File: src/rtl/i2c_rx_pkg.sv
// Shared types for the I2C target receiver.
package i2c_rx_pkg;
    // Receiver phase within a transfer.
    typedef enum logic [2:0] {
        RX_IDLE,
        RX_ADDR,
        RX_DATA,
        RX_HOLD,
        RX_ACK
    } rx_state_t;
endpackage

File: src/rtl/i2c_line_sync.sv
// Synchronizer and edge detector for one bus line.
// Assumes the line idles high. The output is delayed by STAGES clocks.
module i2c_line_sync #(
    parameter int STAGES = 2
) (
    input  logic clk,
    input  logic rst_n,
    input  logic line_in,
    output logic lvl,
    output logic rise,
    output logic fall
);
    logic [STAGES-1:0] chain;
    logic              prev;

    // Shift the pin through the flop chain and keep the previous level.
    always_ff @(posedge clk) begin
        if (!rst_n) begin
            chain <= '1;
            prev  <= 1'b1;
        end else begin
            chain <= {chain[STAGES-2:0], line_in};
            prev  <= chain[STAGES-1];
        end
    end

    assign lvl  = chain[STAGES-1];
    assign rise = lvl & ~prev;
    assign fall = ~lvl & prev;
endmodule

File: src/rtl/i2c_rx_engine.sv
// Bit-level receive engine: Start/Stop detection, shift register,
// address match, ACK decision, SCL hold and the clock-release bit.
// Assumes synchronized inputs and SDA changes only while SCL is low,
// except for Start and Stop conditions.
module i2c_rx_engine
    import i2c_rx_pkg::*;
#(
    parameter int ADDR_W = 7
) (
    input  logic              clk,
    input  logic              rst_n,
    input  logic              scl_s,
    input  logic              scl_rise,
    input  logic              scl_fall,
    input  logic              sda_s,
    input  logic              sda_rise,
    input  logic              sda_fall,
    input  logic [ADDR_W-1:0] own_addr,
    input  logic              stretch_en,
    input  logic              addr_hold_en,
    input  logic              data_hold_en,
    input  logic              ack_nack,
    input  logic              rel_set,
    input  logic              buf_full,
    input  logic              ovf,
    output logic              start_det,
    output logic              stop_det,
    output logic              load,
    output logic [ADDR_W:0]   load_val,
    output logic              ovf_set,
    output logic              irq_set,
    output logic              ckp,
    output logic              ack_time,
    output logic              scl_low,
    output logic              sda_low
);
    localparam int BYTE_W = ADDR_W + 1;
    localparam int CNT_W  = $clog2(BYTE_W + 1);
    localparam logic [CNT_W-1:0] CNT_FULL = CNT_W'(BYTE_W);

    rx_state_t         state;
    logic [CNT_W-1:0]  cnt;
    logic [BYTE_W-1:0] shreg;
    logic              is_addr;
    logic              ack_go;
    logic              blocked;
    logic              hold_req;

    logic addr_ok, busy, in_byte, byte_end, complete, hold_sel, ack_end;

    // Bus condition detection and byte-end decode.
    always_comb begin
        start_det = sda_fall & scl_s;
        stop_det  = sda_rise & scl_s;
        addr_ok   = (shreg[BYTE_W-1:1] == own_addr) && !shreg[0];
        busy      = buf_full | ovf;
        in_byte   = (state == RX_ADDR) || (state == RX_DATA);
        byte_end  = in_byte && scl_fall && (cnt == CNT_FULL) && !start_det && !stop_det;
        complete  = byte_end && (!is_addr || addr_ok);
        hold_sel  = is_addr ? addr_hold_en : data_hold_en;
        ack_end   = (state == RX_ACK) && scl_fall && !start_det && !stop_det;
        load      = complete && !busy;
        load_val  = shreg;
        ovf_set   = complete && buf_full;
        irq_set   = (complete && hold_sel) || (ack_end && ack_go);
        scl_low   = hold_req && !ckp;
        sda_low   = (state == RX_ACK) && ack_go;
    end

    // Transfer sequencing, hold control and clock-release bit.
    always_ff @(posedge clk) begin
        if (!rst_n) begin
            state    <= RX_IDLE;
            cnt      <= '0;
            shreg    <= '0;
            is_addr  <= 1'b0;
            ack_go   <= 1'b0;
            blocked  <= 1'b0;
            hold_req <= 1'b0;
            ckp      <= 1'b1;
            ack_time <= 1'b0;
        end else begin
            if (rel_set)
                ckp <= 1'b1;
            if (hold_req && ckp)
                hold_req <= 1'b0;
            if (start_det) begin
                state    <= RX_ADDR;
                cnt      <= '0;
                is_addr  <= 1'b1;
                hold_req <= 1'b0;
                ack_time <= 1'b0;
            end else if (stop_det) begin
                state    <= RX_IDLE;
                hold_req <= 1'b0;
                ack_time <= 1'b0;
            end else begin
                case (state)
                    RX_ADDR, RX_DATA: begin
                        if (scl_rise && cnt != CNT_FULL) begin
                            shreg <= {shreg[BYTE_W-2:0], sda_s};
                            cnt   <= cnt + 1'b1;
                        end else if (byte_end) begin
                            if (!complete) begin
                                state <= RX_IDLE;
                            end else if (hold_sel) begin
                                ckp      <= 1'b0;
                                hold_req <= 1'b1;
                                ack_time <= 1'b1;
                                blocked  <= busy;
                                state    <= RX_HOLD;
                            end else begin
                                ack_go <= !busy;
                                state  <= RX_ACK;
                            end
                        end
                    end
                    RX_HOLD: begin
                        if (ckp) begin
                            ack_go <= !blocked && !ack_nack;
                            state  <= RX_ACK;
                        end
                    end
                    RX_ACK: begin
                        if (ack_end) begin
                            ack_time <= 1'b0;
                            cnt      <= '0;
                            is_addr  <= 1'b0;
                            if (ack_go) begin
                                state <= RX_DATA;
                                if (stretch_en) begin
                                    ckp      <= 1'b0;
                                    hold_req <= 1'b1;
                                end
                            end else begin
                                state <= RX_IDLE;
                            end
                        end
                    end
                    default: ;
                endcase
            end
        end
    end
endmodule

File: src/rtl/i2c_rx_regs.sv
// Software-visible flags: receive buffer, full, overflow, interrupt and
// bus-condition status. Hardware set events win over software clears.
module i2c_rx_regs #(
    parameter int BYTE_W = 8
) (
    input  logic              clk,
    input  logic              rst_n,
    input  logic              load,
    input  logic [BYTE_W-1:0] load_val,
    input  logic              ovf_set,
    input  logic              irq_set,
    input  logic              start_det,
    input  logic              stop_det,
    input  logic              start_irq_en,
    input  logic              stop_irq_en,
    input  logic              rd_buf,
    input  logic              irq_clr,
    input  logic              ovf_clr,
    output logic [BYTE_W-1:0] rx_buf,
    output logic              buf_full,
    output logic              ovf,
    output logic              irq,
    output logic              start_seen,
    output logic              stop_seen
);
    logic irq_evt;

    // Any event that raises the interrupt flag.
    always_comb irq_evt = irq_set | (start_det & start_irq_en) | (stop_det & stop_irq_en);

    // Flag and buffer update.
    always_ff @(posedge clk) begin
        if (!rst_n) begin
            rx_buf     <= '0;
            buf_full   <= 1'b0;
            ovf        <= 1'b0;
            irq        <= 1'b0;
            start_seen <= 1'b0;
            stop_seen  <= 1'b0;
        end else begin
            if (load) begin
                rx_buf   <= load_val;
                buf_full <= 1'b1;
            end else if (rd_buf) begin
                buf_full <= 1'b0;
            end
            if (ovf_set)
                ovf <= 1'b1;
            else if (ovf_clr)
                ovf <= 1'b0;
            if (irq_evt)
                irq <= 1'b1;
            else if (irq_clr)
                irq <= 1'b0;
            if (start_det) begin
                start_seen <= 1'b1;
                stop_seen  <= 1'b0;
            end else if (stop_det) begin
                start_seen <= 1'b0;
                stop_seen  <= 1'b1;
            end
        end
    end
endmodule

File: src/rtl/i2c_tgt_rx.sv
// I2C target write receiver, top level. It ties the line synchronizers,
// the receive engine and the software flags together.
// Assumes clk runs at least 8x the SCL rate and the pins are open-drain.
module i2c_tgt_rx #(
    parameter int ADDR_W      = 7,
    parameter int SYNC_STAGES = 2
) (
    input  logic              clk,
    input  logic              rst_n,
    input  logic              scl_in,
    input  logic              sda_in,
    output logic              scl_drive_low,
    output logic              sda_drive_low,
    input  logic [ADDR_W-1:0] own_addr,
    input  logic              stretch_en,
    input  logic              addr_hold_en,
    input  logic              data_hold_en,
    input  logic              start_irq_en,
    input  logic              stop_irq_en,
    input  logic              ack_nack,
    input  logic              rel_set,
    input  logic              rd_buf,
    input  logic              irq_clr,
    input  logic              ovf_clr,
    output logic [ADDR_W:0]   rx_buf,
    output logic              buf_full,
    output logic              ovf,
    output logic              irq,
    output logic              ckp,
    output logic              ack_time,
    output logic              start_seen,
    output logic              stop_seen
);
    localparam int BYTE_W = ADDR_W + 1;

    logic scl_s, scl_rise, scl_fall, sda_s, sda_rise, sda_fall;
    logic start_det, stop_det, load, ovf_set, irq_set;
    logic [BYTE_W-1:0] load_val;

    i2c_line_sync #(.STAGES(SYNC_STAGES)) u_scl_sync (
        .clk(clk), .rst_n(rst_n), .line_in(scl_in),
        .lvl(scl_s), .rise(scl_rise), .fall(scl_fall)
    );

    i2c_line_sync #(.STAGES(SYNC_STAGES)) u_sda_sync (
        .clk(clk), .rst_n(rst_n), .line_in(sda_in),
        .lvl(sda_s), .rise(sda_rise), .fall(sda_fall)
    );

    i2c_rx_engine #(.ADDR_W(ADDR_W)) u_engine (
        .clk(clk), .rst_n(rst_n),
        .scl_s(scl_s), .scl_rise(scl_rise), .scl_fall(scl_fall),
        .sda_s(sda_s), .sda_rise(sda_rise), .sda_fall(sda_fall),
        .own_addr(own_addr), .stretch_en(stretch_en),
        .addr_hold_en(addr_hold_en), .data_hold_en(data_hold_en),
        .ack_nack(ack_nack), .rel_set(rel_set),
        .buf_full(buf_full), .ovf(ovf),
        .start_det(start_det), .stop_det(stop_det),
        .load(load), .load_val(load_val), .ovf_set(ovf_set), .irq_set(irq_set),
        .ckp(ckp), .ack_time(ack_time),
        .scl_low(scl_drive_low), .sda_low(sda_drive_low)
    );

    i2c_rx_regs #(.BYTE_W(BYTE_W)) u_regs (
        .clk(clk), .rst_n(rst_n),
        .load(load), .load_val(load_val), .ovf_set(ovf_set), .irq_set(irq_set),
        .start_det(start_det), .stop_det(stop_det),
        .start_irq_en(start_irq_en), .stop_irq_en(stop_irq_en),
        .rd_buf(rd_buf), .irq_clr(irq_clr), .ovf_clr(ovf_clr),
        .rx_buf(rx_buf), .buf_full(buf_full), .ovf(ovf), .irq(irq),
        .start_seen(start_seen), .stop_seen(stop_seen)
    );
endmodule

File: config.mk
export PLATFORM = sky130hd
export DESIGN_NAME = i2c_tgt_rx
export DESIGN_NICKNAME = d
export VERILOG_FILES = /design/src/rtl/i2c_rx_pkg.sv /design/src/rtl/i2c_line_sync.sv /design/src/rtl/i2c_rx_engine.sv /design/src/rtl/i2c_rx_regs.sv /design/src/rtl/i2c_tgt_rx.sv
export SDC_FILE = /design/constraint.sdc
export NUM_CORES = 1
export LEC_CHECK = 0
export BUFFER_PORTS_ARGS = -buffer_cell sky130_fd_sc_hd__buf_2
export CAP_MARGIN = 10
export CORE_UTILIZATION = 30
export DETAILED_ROUTE_END_ITERATION = 8
export GPL_TIMING_DRIVEN = 1
export PLACE_DENSITY_LB_ADDON = 0.3
export SLEW_MARGIN = 0
export SYNTH_ARGS = -nofsm -noshare
export SYNTH_HDL_FRONTEND = slang
export SYNTH_SLANG_ARGS = --single-unit
File: constraint.sdc
create_clock -name clk -period 2.3 [get_ports clk]
set_input_delay 0.23 -clock clk [delete_from_list [all_inputs] [get_ports clk]]
set_output_delay 0.23 -clock clk [all_outputs]
set_load 0.03 [all_outputs]
==> flow_metrics.env, run 1 <==
export IMPL_min_to="u_scl_sync.chain[0]"
export IMPL_power_density_nw_per_um2=597
export IMPL_required_ps=2470
export IMPL_use_met2_pct=21.8
export IMPL_cpPeakStageDelay_ps=520
export IMPL_maxCapViolCount=0
export IMPL_wl_per_cell_microns=12.9
export IMPL_cts_sink_count=40
export IMPL_synth_main_ff_cell="dfxtp_1"
export IMPL_p_int_uw=1060
export IMPL_fin_nets=282
export IMPL_critPathArrivalTime_ps=2070
export IMPL_ys_warn_count=0
export IMPL_skew_ps=3.97
export IMPL_rr_startpoint="u_engine.load_val[6]"
export IMPL_syn_to_final_growth_pct=19.3
export IMPL_clkLatencyLatePin_ps=280
export IMPL_holdCritPathClass="in2reg"
export IMPL_critPathLaunchType="register"
export IMPL_synth_top_area_share_pct=41.9
export IMPL_drt_antenna_violating_nets=0
export IMPL_first_global_vias=1512
export IMPL_cts_buffers_inserted=5
export IMPL_grt_busiest_layer="met2"
export IMPL_vias=1628
export IMPL_r2r_setup_slack_ps=400
export IMPL_drc=0
export IMPL_synth_nets=244
export IMPL_die_x_microns=81.8
export IMPL_cts_hold_buf=0
export IMPL_netlist_top_cell_by_area="dfxtp_1"
export IMPL_min_from="scl_in"
export IMPL_coreArea_sq_um=6030
export IMPL_yosysSeqAreaShare_pct=41.9
export IMPL_synthTopCellsByArea="dfxtp_1 (42%), nand2_1 (7.3%), a21oi_1 (5.0%)"
export IMPL_grt_first_pass_wirelength_microns=7070
export IMPL_setup_viol=0
export IMPL_finalHoldViolations=0
export IMPL_combPwrFrac_pct=6.5
export IMPL_post_cts_setup_buffers=0
export IMPL_final_cells=335
export IMPL_fin_crit_sh_pct=82.8
export IMPL_floorplan_initialDensity_pct=31.7
export IMPL_fin_crit_ps=1900
export IMPL_drv_slew=0
export IMPL_rsz0062_at_grt="no"
export IMPL_dpl_cell_count=327
export IMPL_switching_power_uw=303
export IMPL_diodes=0
export IMPL_clockBufferDepth=2
export IMPL_hpwl_microns=3080
export IMPL_max_freq_ghz=0.525
export IMPL_grt_met1_usage_pct=18.1
export IMPL_cp_max_fo=9
export IMPL_p_leak_uw=0.000924
export IMPL_maxSlewHeadroom_pct=66.5
export IMPL_syn_area_per_cell_sq_um=8.65
export IMPL_cts_tree="yes"
export IMPL_grt_start_max_net_pins=30
export IMPL_power_share_clock_pct=41.5
export IMPL_row_count=28
export IMPL_mappedNetlistArea_sq_um=1910
export IMPL_peakVddDrop_v=0.000242
export IMPL_io_pins=38
export IMPL_yosysUniqueCellTypes=47
export IMPL_via_per_inst=4.86
export IMPL_met3_usage_pct=3.56
export IMPL_routabilityCongestion=0.756
export IMPL_ctsResizeCount=0
export IMPL_grt_ovfl_total=0
export IMPL_htree_num_levels=2
export IMPL_io_buffers=37
export IMPL_end_kind="register"
export IMPL_tightest_slew_ps=502
export IMPL_status="finished clean"
export IMPL_antenna_found_initial=0
export IMPL_drtIter0Drc=91
export IMPL_setup_tns_final_ps=0
export IMPL_p_seq_share_pct=52.0
export IMPL_routed_wl_microns=4330
export IMPL_drive_gt1_share_pct=22.3
export IMPL_cp_slowest_cell="or4_4"
export IMPL_reg2reg_to="u_regs.rx_buf[7]"
export IMPL_whs_path_depth=2
export IMPL_clock_root_buffer="clkbuf_8"
export IMPL_cts_clk_slew_worst_paths_ps=80
export IMPL_drtPass1Iterations=4
export IMPL_cp_cell_sequence="xor2_1 > or4_4 > o21ai_4 > nand3_2 > mux2i_1"
export IMPL_syn_inst=221
export IMPL_ff2ff_path_depth=5
export IMPL_synth_async_reset_ratio_pct=0
export IMPL_die_h_microns=81.8
export IMPL_crit_type="reg2reg"
export IMPL_synth_seq_cells=40
export IMPL_die_area_sq_um=6700
export IMPL_track_usage_pct=14.0
export IMPL_p_sw_share_pct=22.2
export IMPL_synth_edf_count=0
==> cell type report <==
type	count	area, sq um
well taps	75	93.8
flip-flops and latches	40	801
clock inverters	2	35.0
inverters	8	30.0
repair buffers	42	223
clock buffers	6	72.6
multi-input cells	162	1030
fillers	634	3740
==> routing by layer <==
layer	vias to the layer above	routed length, microns
met5	-	0
met3	6	183
li1	843	-
met1	739	2050
met2	40	2030
met4	0	74
==> how the worst max path moves through the flow <==
stage | startpoint | endpoint | slack, ps | cells after the start
2_1_floorplan | u_engine.cnt[0] | u_engine.load_val[0] | 580 | 8
3_3_place_gp | u_engine.load_val[6] | u_regs.rx_buf[1] | 450 | 5
3_5_place_dp | u_engine.load_val[6] | u_regs.rx_buf[3] | 420 | 5
4_1_cts | u_engine.load_val[6] | u_regs.rx_buf[3] | 400 | 5
5_1_grt | u_engine.cnt[0] | u_engine.load_val[7] | 290 | 8
6_report | u_engine.load_val[6] | u_regs.rx_buf[7] | 400 | 5
==> cell families after synthesis <==
group	share of synthesized area, %
AND/OR/NAND/NOR	26.0
AO/OA/AOI/OAI	15.6
flip-flops	41.9
buffers and inverters	4.45
XOR/XNOR	4.97
multiplexers	5.30
adder cells (fa/ha/maj)	1.83
==> flip-flops by register name, indices dropped and copies added, names as in the netlist, 2 cells and up <==
register           count
u_engine.load_val      8
u_regs.rx_buf          8
u_engine.cnt           4
u_engine.state         3
u_scl_sync.chain       2
u_sda_sync.chain       2
==> synthesized netlist by cell type (all sizes together), types with 3 or more instances <==
library cell	number
nand2	37
xor2	5
nand3b	4
inv	8
clkbuf	6
a31oi	6
xnor2	5
dfxtp	40
a21oi	19
nand3	14
nand2b	11
mux2i	9
and2	3
buf	5
o211ai	3
nor2b	4
nor2	8
and3	3
o21ai	6
==> power groups by stage <==
stage          sequential (uW)  clock (uW)  combinational (uW)
6_report                   709         565                88.3
4_1_cts                    709         580                89.4
3_5_place_dp               725           0                89.2
3_3_place_gp               725           0                88.7
2_1_floorplan              726           0                52.3
5_1_grt                    711         611                98.4
==> through the flow <==
step                      hold slack [ps]  setup slack [ps]  cell area [sq um]  utilization, %  power [uW]
final                                 117               396               2280            37.9        1360
after global routing                  111               288               2280            37.9        1420
after global placement                390               452               2170            36.1         814
after floorplan                       331               577               1910               -         778
after detailed placement              394               418               2170            36.1         815
after CTS                             110               404               2280            37.9        1380
==> cells in the final DEF (no fill, tap or decap), types with 2 or more instances in the layout <==
| cell type | n |
|---|---|
| dfxtp_1 | 40 |
| nand2_1 | 37 |
| buf_2 | 37 |
| a21oi_1 | 19 |
| nand3_1 | 13 |
| nand2b_1 | 11 |
| mux2i_1 | 9 |
| inv_1 | 8 |
| nor2_1 | 8 |
| a31oi_1 | 6 |
| xor2_1 | 5 |
| o21ai_0 | 5 |
| clkbuf_8 | 5 |
| buf_4 | 5 |
| nor2b_1 | 4 |
| xnor2_1 | 4 |
| nand3b_1 | 4 |
| and2_1 | 3 |
| o211ai_1 | 3 |
| nor3_1 | 2 |
| and3_1 | 2 |
| a22oi_1 | 2 |
| o31ai_1 | 2 |
| ha_1 | 2 |
==> critical path, delay by kind of cell (launching register included) <==
family | cells | cell delay, ps
multiplexers | 1 | 200
XOR/XNOR | 1 | 170
AO/OA/AOI/OAI | 1 | 240
AND/OR/NAND/NOR | 2 | 820
flip-flops | 1 | 340
No activity file was read; power rests on OpenSTA's default activity.
==> run 2: changes to the inputs <==
- clock period: 2.3 -> 1.85 ns (I/O delays scaled with it)
==> flow_metrics.env, run 2 (synthesized netlist as in run 1, its figures left out) <==
export IMPL_status="finished clean"
export IMPL_syn_to_final_growth_pct=25.2
export IMPL_grt_ovfl_total=0
export IMPL_diodes=0
export IMPL_end_kind="register"
export IMPL_max_freq_ghz=0.567
export IMPL_grt_first_pass_wirelength_microns=7360
export IMPL_clockBufferDepth=2
export IMPL_cp_cell_sequence="xor2_1 > or4_4 > o21ai_4 > nand3_2 > mux2i_1"
export IMPL_crit_type="reg2reg"
export IMPL_drv_slew=0
export IMPL_cts_tree="yes"
export IMPL_routabilityCongestion=0.782
export IMPL_skew_ps=10.7
export IMPL_critPathArrivalTime_ps=1940
export IMPL_holdCritPathClass="in2reg"
export IMPL_floorplan_initialDensity_pct=31.7
export IMPL_row_count=28
export IMPL_cts_sink_count=40
export IMPL_grt_start_max_net_pins=26
export IMPL_peakVddDrop_v=0.000312
export IMPL_track_usage_pct=14.5
export IMPL_maxSlewHeadroom_pct=66.6
export IMPL_tightest_slew_ps=499
export IMPL_io_pins=38
export IMPL_setup_viol=0
export IMPL_regArea_sq_um=805
export IMPL_die_h_microns=81.8
export IMPL_drtPass1Iterations=4
export IMPL_finish_utilization_pct=39.7
export IMPL_fin_nets=297
export IMPL_maxCapViolCount=0
export IMPL_htree_num_levels=2
export IMPL_power_density_nw_per_um2=669
export IMPL_critPathLaunchType="register"
export IMPL_die_area_sq_um=6700
export IMPL_antenna_found_initial=0
export IMPL_drc=0
export IMPL_die_x_microns=81.8
export IMPL_hpwl_microns=3260
export IMPL_cts_hold_buf=0
export IMPL_place_ws_ps=42.4
export IMPL_setup_tns_final_ps=0
export IMPL_crit_family="simple AND/OR/NAND/NOR gates"
export IMPL_dpl_cell_count=339
export IMPL_p_leak_uw=0.000994
export IMPL_wl_per_cell_microns=12.7
export IMPL_coreArea_sq_um=6030
export IMPL_first_global_vias=1574
export IMPL_finalHoldViolations=0
export IMPL_cts_buffers_inserted=5
export IMPL_cp_max_fo=9
export IMPL_final_cells=350
export IMPL_routed_wl_microns=4460
export IMPL_crit_buf_inv=0
export IMPL_io_buffers=37
export IMPL_setup_ws_ps=86.2
export IMPL_cts_clk_slew_worst_paths_ps=90
export IMPL_cp_slowest_cell="or4_4"
export IMPL_cpPeakStageDelay_ps=520
export IMPL_fin_crit_sh_pct=95.3
export IMPL_fillers=636
export IMPL_drt_antenna_violating_nets=0
export IMPL_total_power_uw=1600
export IMPL_drtIter0Drc=135
export IMPL_clock_root_buffer="clkbuf_8"
export IMPL_required_ps=2030
export IMPL_via_per_inst=4.95
export IMPL_drive_gt1_share_pct=28.7
export IMPL_clkLatencyLatePin_ps=300
export IMPL_mostFrequentLayoutCell="buf_2"
export IMPL_final_cell_mix="buf_2 (38), dfxtp_1 (37), nand2_1 (36)"
export IMPL_fin_crit_ps=1760
export IMPL_vias=1732
export IMPL_rsz0062_at_grt="no"
export IMPL_multi_input_area_sq_um=1040
-- run 2: area by class of cell --
cell class / instances / share of cell area [%]
Multi-Input combinational cell: 162 / 43.5
Sequential cell: 40 / 33.6
Timing Repair Buffer: 57 / 13.9
Tap cell: 75 / 3.92
Clock buffer: 5 / 2.88
Inverter: 8 / 1.25
Clock inverter: 3 / 0.889
-- run 2: what timing repair did --
item,4_1_cts,5_1_grt
gates resized for setup,1,6
pin swaps,0,2
setup endpoints to repair,1,11
cloned,0,1
setup buffers,0,2
hold endpoints to repair,0,0
-- run 2: final timing paths --
| kind | slack [ps] | startpoint | end | cells past startpoint |
|---|---|---|---|---|
| hold reg to reg | 410 | u_sda_sync.chain[0] | u_sda_sync.chain[1] | 1 |
| hold / removal | 60 | sda_in | u_sda_sync.chain[0] | 2 |
| setup reg to reg | 90 | u_engine.load_val[6] | u_regs.rx_buf[3] | 5 |
| setup / recovery | 90 | u_engine.load_val[6] | u_regs.rx_buf[3] | 5 |
-- run 2: stage by stage --
stage	cell area, sq um	hold WS [ps]
global placement	2260	363
CTS	2360	54.3
detailed placement	2260	369
global route	2390	52.3
finish	2390	62.3
floorplan	1910	286
-- run 2: metal layers --
metal / track usage, % / part of all wire, % / vias to the layer above / routed length (microns)
met2: 23.1 / 47 / 54 / 2080
met5: 0 / 0 / - / 0
met4: 8.25 / 2.2 / 0 / 99
met3: 2.67 / 4.9 / 9 / 217
met1: 18.3 / 46 / 793 / 2060
li1: - / - / 876 / -
-- run 2: power breakdown --
part | switching (uW) | internal [uW]
logic | 69.9 | 52.7
registers | 7.30 | 871
clock network | 332 | 268
==> run 3: changes to the inputs <==
- SYNTH_HIERARCHICAL: not set -> 1
==> flow_metrics.env, run 3 <==
export IMPL_status="finished with violations"
export IMPL_violations="negative setup slack"
export IMPL_rsz0062_at_grt="yes"
export IMPL_synth_common_cells="dfxtp_1 (40), nor2_1 (22), mux2i_1 (19)"
export IMPL_p_leak_uw=0.00116
export IMPL_row_count=28
export IMPL_cts_clk_slew_worst_paths_ps=80
export IMPL_die_area_sq_um=6560
export IMPL_track_usage_pct=14.9
export IMPL_final_cell_mix="dfxtp_1 (38), buf_2 (37), buf_4 (23)"
export IMPL_finalHoldViolations=0
export IMPL_coreArea_sq_um=5960
export IMPL_routed_wl_microns=4650
export IMPL_crit_buf_inv=1
export IMPL_routabilityCongestion=0.816
export IMPL_synth_compound_area_share_pct=16.1
export IMPL_crit_family="simple AND/OR/NAND/NOR gates"
export IMPL_synth_simple_area_share_pct=21.3
export IMPL_synth_main_ff_cell="dfxtp_1"
export IMPL_cts_hold_buf=0
export IMPL_setup_viol=13
export IMPL_io_buffers=37
export IMPL_synth_xor_area_share_pct=4.21
export IMPL_yosysSeqAreaShare_pct=42.8
export IMPL_cpPeakStageDelay_ps=540
export IMPL_drv_slew=0
export IMPL_total_power_uw=1890
export IMPL_fin_crit_ps=1950
export IMPL_cp_max_fo=3
export IMPL_synth_seq_cells=40
export IMPL_yosys_area_share_adder_pct=1.34
export IMPL_netlist_top_cell_by_area="dfxtp_1"
export IMPL_drive_gt1_share_pct=37.1
export IMPL_ys_warn_count=6
export IMPL_required_ps=2020
export IMPL_syn_inst=200
export IMPL_cts_sink_count=40
export IMPL_wl_per_cell_microns=13.4
export IMPL_synth_top_family_by_area="simple AND/OR/NAND/NOR gates"
export IMPL_synthMostInstantiatedCell="dfxtp_1"
export IMPL_skew_ps=12.5
export IMPL_synth_top_area_share_pct=42.8
export IMPL_max_freq_ghz=0.513
export IMPL_critPathArrivalTime_ps=2120
export IMPL_clockBufferDepth=2
export IMPL_drtIter0Drc=70
export IMPL_grt_first_pass_wirelength_microns=7300
export IMPL_final_cells=347
export IMPL_holdCritPathClass="in2reg"
export IMPL_maxCapViolCount=0
export IMPL_drtPass1Iterations=4
export IMPL_cp_slowest_cell="or4_4"
export IMPL_yosysUniqueCellTypes=48
export IMPL_fin_nets=294
export IMPL_die_h_microns=81.0
export IMPL_antenna_found_initial=0
export IMPL_io_pins=38
export IMPL_cts_tree="yes"
export IMPL_grt_start_max_net_pins=16
export IMPL_clkLatencyLatePin_ps=290
export IMPL_drc=0
export IMPL_via_per_inst=4.81
export IMPL_syn_area_per_cell_sq_um=9.36
export IMPL_setup_ws_ps=-100
export IMPL_dpl_cell_count=334
export IMPL_synth_async_reset_ratio_pct=0
export IMPL_syn_to_final_growth_pct=41.0
export IMPL_diodes=0
export IMPL_hpwl_microns=3400
export IMPL_fin_crit_sh_pct=105
export IMPL_synth_edf_count=0
export IMPL_power_density_nw_per_um2=715
export IMPL_crit_type="reg2reg"
export IMPL_htree_num_levels=2
export IMPL_synthTopCellsByArea="dfxtp_1 (43%), mux2i_1 (10%), nor2_1 (4.4%)"
export IMPL_maxSlewHeadroom_pct=75.3
export IMPL_end_kind="register"
export IMPL_peakVddDrop_v=0.000568
export IMPL_synth_nets=223
export IMPL_critPathLaunchType="register"
export IMPL_cts_buffers_inserted=5
export IMPL_cp_cell_sequence="xor2_1 > or4_4 > o21ai_4 > nand2_2 > nor3_4 > buf_4 > mux2i_1 > nor2_1"
export IMPL_mostFrequentLayoutCell="dfxtp_1"
export IMPL_grt_ovfl_total=0
export IMPL_mappedNetlistArea_sq_um=1870
export IMPL_clock_root_buffer="clkbuf_8"
export IMPL_tightest_slew_ps=368
export IMPL_first_global_vias=1530
export IMPL_floorplan_initialDensity_pct=31.4
export IMPL_muxShareOfSynthArea_pct=10.8
export IMPL_drt_antenna_violating_nets=0
export IMPL_vias=1669
export IMPL_die_x_microns=81.0
[run 3: worst reg2reg max path: cells and delay by family, from the launching register on]
kind / cells / cell delay [ps]
muxes: 1 / 180
DFF: 1 / 330
buffers and inverters: 1 / 180
xor gates and xnor gates: 1 / 150
and+or+nand+nor: 4 / 840
AOI/OAI and AO/OA: 1 / 150
[run 3: final cells by class]
cell class	count	area, sq um
timing repair buffer	69	468
inverter	10	37.5
sequential	40	803
clock buffer	7	96.3
multi-input combinational	145	1110
tap	75	93.8
fill	600	3320
clock inverter	1	30.0
[run 3: logic make-up (layout without fill, tap and decap cells)]
logic type               count (synthesis)  after routing
AO/OA/AOI/OAI                           37             37
XOR/XNOR                                 9              9
adder cells (fa/ha/maj)                  2              2
buffers and inverters                   15             87
flip-flops                              40             40
multiplexers                            20             20
AND/OR/NAND/NOR                         77             77
[run 3: metal layers]
| metal | track usage [%] | vias up | share of wire (%) |
|---|---|---|---|
| li1 | - | 845 | - |
| met2 | 24.5 | 38 | 49 |
| met3 | 3.71 | 15 | 4.3 |
| met4 | 7.32 | 0 | 3.2 |
| met1 | 18.0 | 771 | 43 |
| met5 | 0 | - | 0 |
[run 3: path summary, 6_finish.rpt]
path                                      startpoint                  end  slack, ps  depth (start not counted)
worst max-delay path            u_engine/load_val[5]     u_regs/rx_buf[1]       -100                          8
worst min-delay path                          sda_in  u_sda_sync/chain[0]         80                          2
worst max register to register  u_engine/load_val[5]     u_regs/rx_buf[1]       -100                          8
worst min register to register   u_scl_sync/chain[0]  u_scl_sync/chain[1]        410                          1
[run 3: power breakdown]
group	leakage (uW)	switching [uW]	total [uW]	internal, uW
combinational	0.000768	114	213	98.8
clock	0.0000645	304	781	476
sequential	0.000325	14.3	893	878
[run 3: what timing repair did]
action | 4_1_cts | 5_1_grt
resized for setup | 5 | 22
cloned | 0 | 0
pin swaps | 1 | 7
setup buffers | 2 | 3
endpoints found under the hold margin | 0 | 0
setup endpoints to repair | 12 | 19
[run 3: stage by stage]
step | setup slack (ps) | hold WS, ps | setup TNS [ps] | area, sq um | utilization (%)
finish | -100 | 80.6 | -856 | 2640 | 44.3
global route | -179 | 76.3 | -1840 | 2640 | 44.3
CTS | -116 | 72.2 | -764 | 2510 | 42.1
detailed placement | -105 | 374 | -712 | 2350 | 39.5
global placement | -32.8 | 365 | -186 | 2350 | 39.5
floorplan | 11.2 | 258 | 0 | 1890 | -
